File: config.mk
export PLATFORM = sky130hd
export DESIGN_NAME = cs_borrow_mul
export DESIGN_NICKNAME = d
export VERILOG_FILES = /design/src/rtl/bcm_pkg.sv /design/src/rtl/bcm_ppgen.sv /design/src/rtl/bcm_col_counter.sv /design/src/rtl/cs_borrow_mul.sv
export SDC_FILE = /design/constraint.sdc
export NUM_CORES = 1
export LEC_CHECK = 0
export CAP_MARGIN = 10
export CORE_MARGIN = 2
export CORE_UTILIZATION = 42
export DETAILED_ROUTE_END_ITERATION = 12
export PLACE_DENSITY = 0.65
export SLEW_MARGIN = 25
export SYNTH_ARGS = -nofsm -noshare
export SYNTH_HDL_FRONTEND = slang
export SYNTH_SLANG_ARGS = --single-unit
File: constraint.sdc
create_clock -name vclk -period 61
set_input_delay 9.15 -clock vclk [all_inputs]
set_output_delay 9.15 -clock vclk [all_outputs]
set_load 0.01 [all_outputs]
File: src/rtl/bcm_pkg.sv
`timescale 1ns/1ps
package bcm_pkg;

    parameter int unsigned OPW = 6;

    typedef enum logic {
        SLOT_SINGLE = 1'b0,
        SLOT_PAIR   = 1'b1
    } slot_mode_e;

    function automatic int unsigned col_height(int unsigned w, int unsigned k);
        return (k < w) ? k + 1 : 2 * w - 1 - k;
    endfunction

    function automatic int unsigned carry_bits(int unsigned w);
        return $clog2(2 * w);
    endfunction

endpackage

File: src/rtl/bcm_ppgen.sv
`timescale 1ns/1ps
module bcm_ppgen #(
    parameter  int unsigned W    = bcm_pkg::OPW,
    localparam int unsigned NCOL = 2 * W - 1
) (
    input  logic [W-1:0]            mcand_i,
    input  logic [W-1:0]            mplier_i,
    output logic [NCOL-1:0][W-1:0]  col_o
);

    for (genvar k = 0; k < NCOL; k++) begin : g_col
        for (genvar s = 0; s < W; s++) begin : g_row
            if ((k >= s) && (k - s < W)) begin : g_live
                assign col_o[k][s] = mcand_i[k-s] & mplier_i[s];
            end else begin : g_pad
                assign col_o[k][s] = 1'b0;
            end
        end
    end

endmodule

File: src/rtl/bcm_col_counter.sv
`timescale 1ns/1ps
module bcm_col_counter #(
    parameter  int unsigned          H     = bcm_pkg::OPW,
    parameter  int unsigned          CW    = 4,
    parameter  bcm_pkg::slot_mode_e  MODE  = bcm_pkg::SLOT_SINGLE,
    localparam int unsigned          NSLOT = (MODE == bcm_pkg::SLOT_PAIR) ? 2 : 1
) (
    input  logic [H-1:0]      bits_i,
    input  logic [CW-1:0]     cin_i,
    output logic [NSLOT-1:0]  keep_o,
    output logic [CW-1:0]     cout_o
);

    localparam int unsigned TW = CW + 1;

    logic [TW-1:0] total;

    always_comb begin
        total = TW'(cin_i);
        for (int i = 0; i < H; i++) begin
            total = total + TW'(bits_i[i]);
        end
    end

    if (MODE == bcm_pkg::SLOT_PAIR) begin : g_pair
        logic [TW-1:0] less_one;
        always_comb begin
            less_one = total - TW'(1);
            if (total == '0) begin
                keep_o = 2'b00;
                cout_o = '0;
            end else begin
                keep_o = {less_one[0], 1'b1};
                cout_o = less_one[TW-1:1];
            end
        end
    end else begin : g_single
        always_comb begin
            keep_o = total[0];
            cout_o = total[TW-1:1];
        end
    end

endmodule

File: src/rtl/cs_borrow_mul.sv
`timescale 1ns/1ps
module cs_borrow_mul #(
    parameter  int unsigned W    = bcm_pkg::OPW,
    localparam int unsigned NCOL = 2 * W - 1,
    localparam int unsigned CW   = bcm_pkg::carry_bits(W)
) (
    input  logic [W-1:0]        a_i,
    input  logic [W-1:0]        b_i,
    output logic [NCOL-1:0]     p_o,
    output logic [NCOL-1:W-1]   q_o
);

    logic [NCOL-1:0][W-1:0] cols;
    logic [CW-1:0]          carry [NCOL+1];

    bcm_ppgen #(.W(W)) u_pp (
        .mcand_i  (a_i),
        .mplier_i (b_i),
        .col_o    (cols)
    );

    assign carry[0]   = '0;
    assign q_o[W-1]   = 1'b0;

    for (genvar k = 0; k < NCOL; k++) begin : g_cnt
        if (k < W) begin : g_res
            logic [0:0] kv;
            bcm_col_counter #(
                .H(W), .CW(CW), .MODE(bcm_pkg::SLOT_SINGLE)
            ) u_col (
                .bits_i (cols[k]),
                .cin_i  (carry[k]),
                .keep_o (kv),
                .cout_o (carry[k+1])
            );
            assign p_o[k] = kv[0];
        end else begin : g_red
            logic [1:0] kv;
            bcm_col_counter #(
                .H(W), .CW(CW), .MODE(bcm_pkg::SLOT_PAIR)
            ) u_col (
                .bits_i (cols[k]),
                .cin_i  (carry[k]),
                .keep_o (kv),
                .cout_o (carry[k+1])
            );
            assign p_o[k] = kv[0];
            assign q_o[k] = kv[1];
        end
    end

endmodule


==> flow_summary_export.csv <==
group,metric,value,unit
grt,grt_pass1_vias,1363,
min_path,worstHoldPathCells,3,
timing,fmax,28.4,MHz
grt,overflow,0,
routing,dr.pass1.iters,4,
worst_setup_path,crit_fanout,11,
yosys,syn-cell-area,1690,um2
yosys,yosys_warnings,0,
final_layout,register_area,0,um2
worst_setup_path,critPathTopFamily,"adder cells",
final_layout,fillers,388,
floorplanning,core_area,3940,um2
min_path,holdPathEnd,"p_o[0]",
yosys,syn_area_per_cell,8.11,um2
clock_network,cts_setup_buffers,0,
grt,grt_max_degree,12,
timing,rsz0062_at_grt,"no",
worst_setup_path,critPathBufInv,11,
routing,vias,1380,
timing,tns,0,ps
timing,fin_hold_ws,19430,ps
grt,met2_usage,29.5,%
timing,final_max_slew_viol_count,0,
timing,fin_crit,35230,ps
worst_setup_path,critPathRequiredTime,51850,ps
final_layout,nets,281,
final_layout,syn2layout_area_growth,16.2,%
floorplanning,initial_core_util,42.8,%
grt,grt_use_met1,23.7,%
routing,drc,0,
routing,drt-vias-per-instance,5.02,
yosys,syn-instance-count,208,
flow_run,drv_cap,0,
grt,grt_pass1_wl,6040,um
clock_network,hold_buffers,0,
placement,dpl.hpwl,2830,um
yosys,yosysSeqAreaShare,0,%
placement,gp_congestion,0.840,
floorplanning,die_w,67.4,um
placement,port_buffers,28,
timing,setup_ws,25770,ps
yosys,synth_fp_nets,262,
yosys,synth.distinct_cells,46,
placement,dp_slack,25740,ps
yosys,yosys-top-cells-area,"fa_1 24%, ha_1 16%, and2_1 9.6%",
routing,dr.first_iter.drc_count,41,
worst_setup_path,slowest_delay,550,ps
routing,detail-route-antenna-nets,0,
floorplanning,die_h,67.4,um
final_layout,clkbuf_count,0,
run_status,outcome,"finished clean",
yosys,synth_common_cells,"26 x and2_1, 26 x inv_1, 22 x ha_1",
final_layout,final_util,49.8,%
grt,grt_usage,16.4,%
final_layout,drive_above_1_share,7.11,%
worst_setup_path,crit_path_end_kind,"output pin",
routing,wl,3240,um
routing,wl_per_cell,11.8,um
min_path,min-delay-start,"a_i[0]",
floorplanning,row_count,23,
final_layout,diodes,0,
yosys,synth_top_area_cell,"fa_1",
timing,final.period_utilization,57.8,%
floorplanning,ioPinCount,29,
yosys,synth_top_area_share,23.7,%
worst_setup_path,path_class,"in2out",
timing,hold_viol_final,0,
worst_setup_path,worst_setup_path_start_kind,"input pin",
final_layout,seq_cell_count,0,
worst_setup_path,critPathSlowestCell,"fa_1",
worst_setup_path,crit_top_cell,"fa_1",
timing,setup_viol,0,
clock_network,ctsResizeCount,0,
grt,antenna_found_initial,0,
grt,top_usage_layer,"met2",
worst_setup_path,arrival,26080,ps
floorplanning,dieArea,4540,um2
grt,grtUsageMet3,0,%
min_path,worst_hold_path_type,"in2out",
==> per-stage QoR <==
step,std cells,cell area (um2)
after floorplan,208,1690
after global routing,275,1960
after global placement,275,1960
final,275,1960
after CTS,275,1960
after detailed placement,275,1960
==> cell usage in the layout (no fill, tap or decap), types with 3 or more instances in the layout <==
cell | Yosys | routed
inv_1 | 26 | 26
nand2_1 | 18 | 18
fa_1 | 20 | 20
o22ai_1 | 3 | 3
o21ai_0 | 4 | 4
nand3_1 | 3 | 3
clkdlybuf4s50_1 | 0 | 28
and2_1 | 26 | 26
a31oi_1 | 4 | 4
nand2b_1 | 4 | 4
or2_2 | 5 | 5
nor3_1 | 4 | 4
xor2_1 | 3 | 3
nor2_1 | 11 | 11
ha_1 | 22 | 22
a21oi_1 | 6 | 6
mux2i_1 | 3 | 3
nor2b_1 | 4 | 4
==> how the worst max path moves through the flow <==
stage / startpoint / to / slack (ps) / depth (start not counted)
5_1_grt: a_i[1] / q_o[10] / 24860 / 57
6_report: a_i[1] / q_o[10] / 25770 / 57
3_3_place_gp: b_i[0] / q_o[10] / 25790 / 57
4_1_cts: a_i[1] / q_o[10] / 25710 / 57
2_1_floorplan: b_i[0] / q_o[10] / 27370 / 57
3_5_place_dp: a_i[1] / q_o[10] / 25740 / 57
==> final cells by class <==
class,count,area (um2),area share (%)
Multi-Input combinational cell,171,1520,77.6
Timing Repair Buffer,28,280,14.3
Inverter,26,97.6,4.97
Tap cell,50,62.6,3.19
==> logic make-up (layout without fill, tap and decap cells) <==
logic type	count (synthesis)	after routing	synth area share, %
buf+inv	37	54	9.86
mux	3	3	1.78
compound gates	31	31	13.9
fa+ha+maj	42	42	40.0
other cells	1	1	0.222
simple gates	89	89	31.7
xor+xnor	5	5	2.59
==> metal layers <==
| layer | vias up | share of wire [%] |
|---|---|---|
| met3 | 0 | 1.5 |
| met1 | 631 | 50 |
| li1 | 733 | - |
| met5 | - | 0 |
| met4 | 0 | 0 |
| met2 | 16 | 49 |
Power is left out: the tool's default activity adds up to more than one toggle a clock period on the data nets, which glitch-free logic cannot reach.
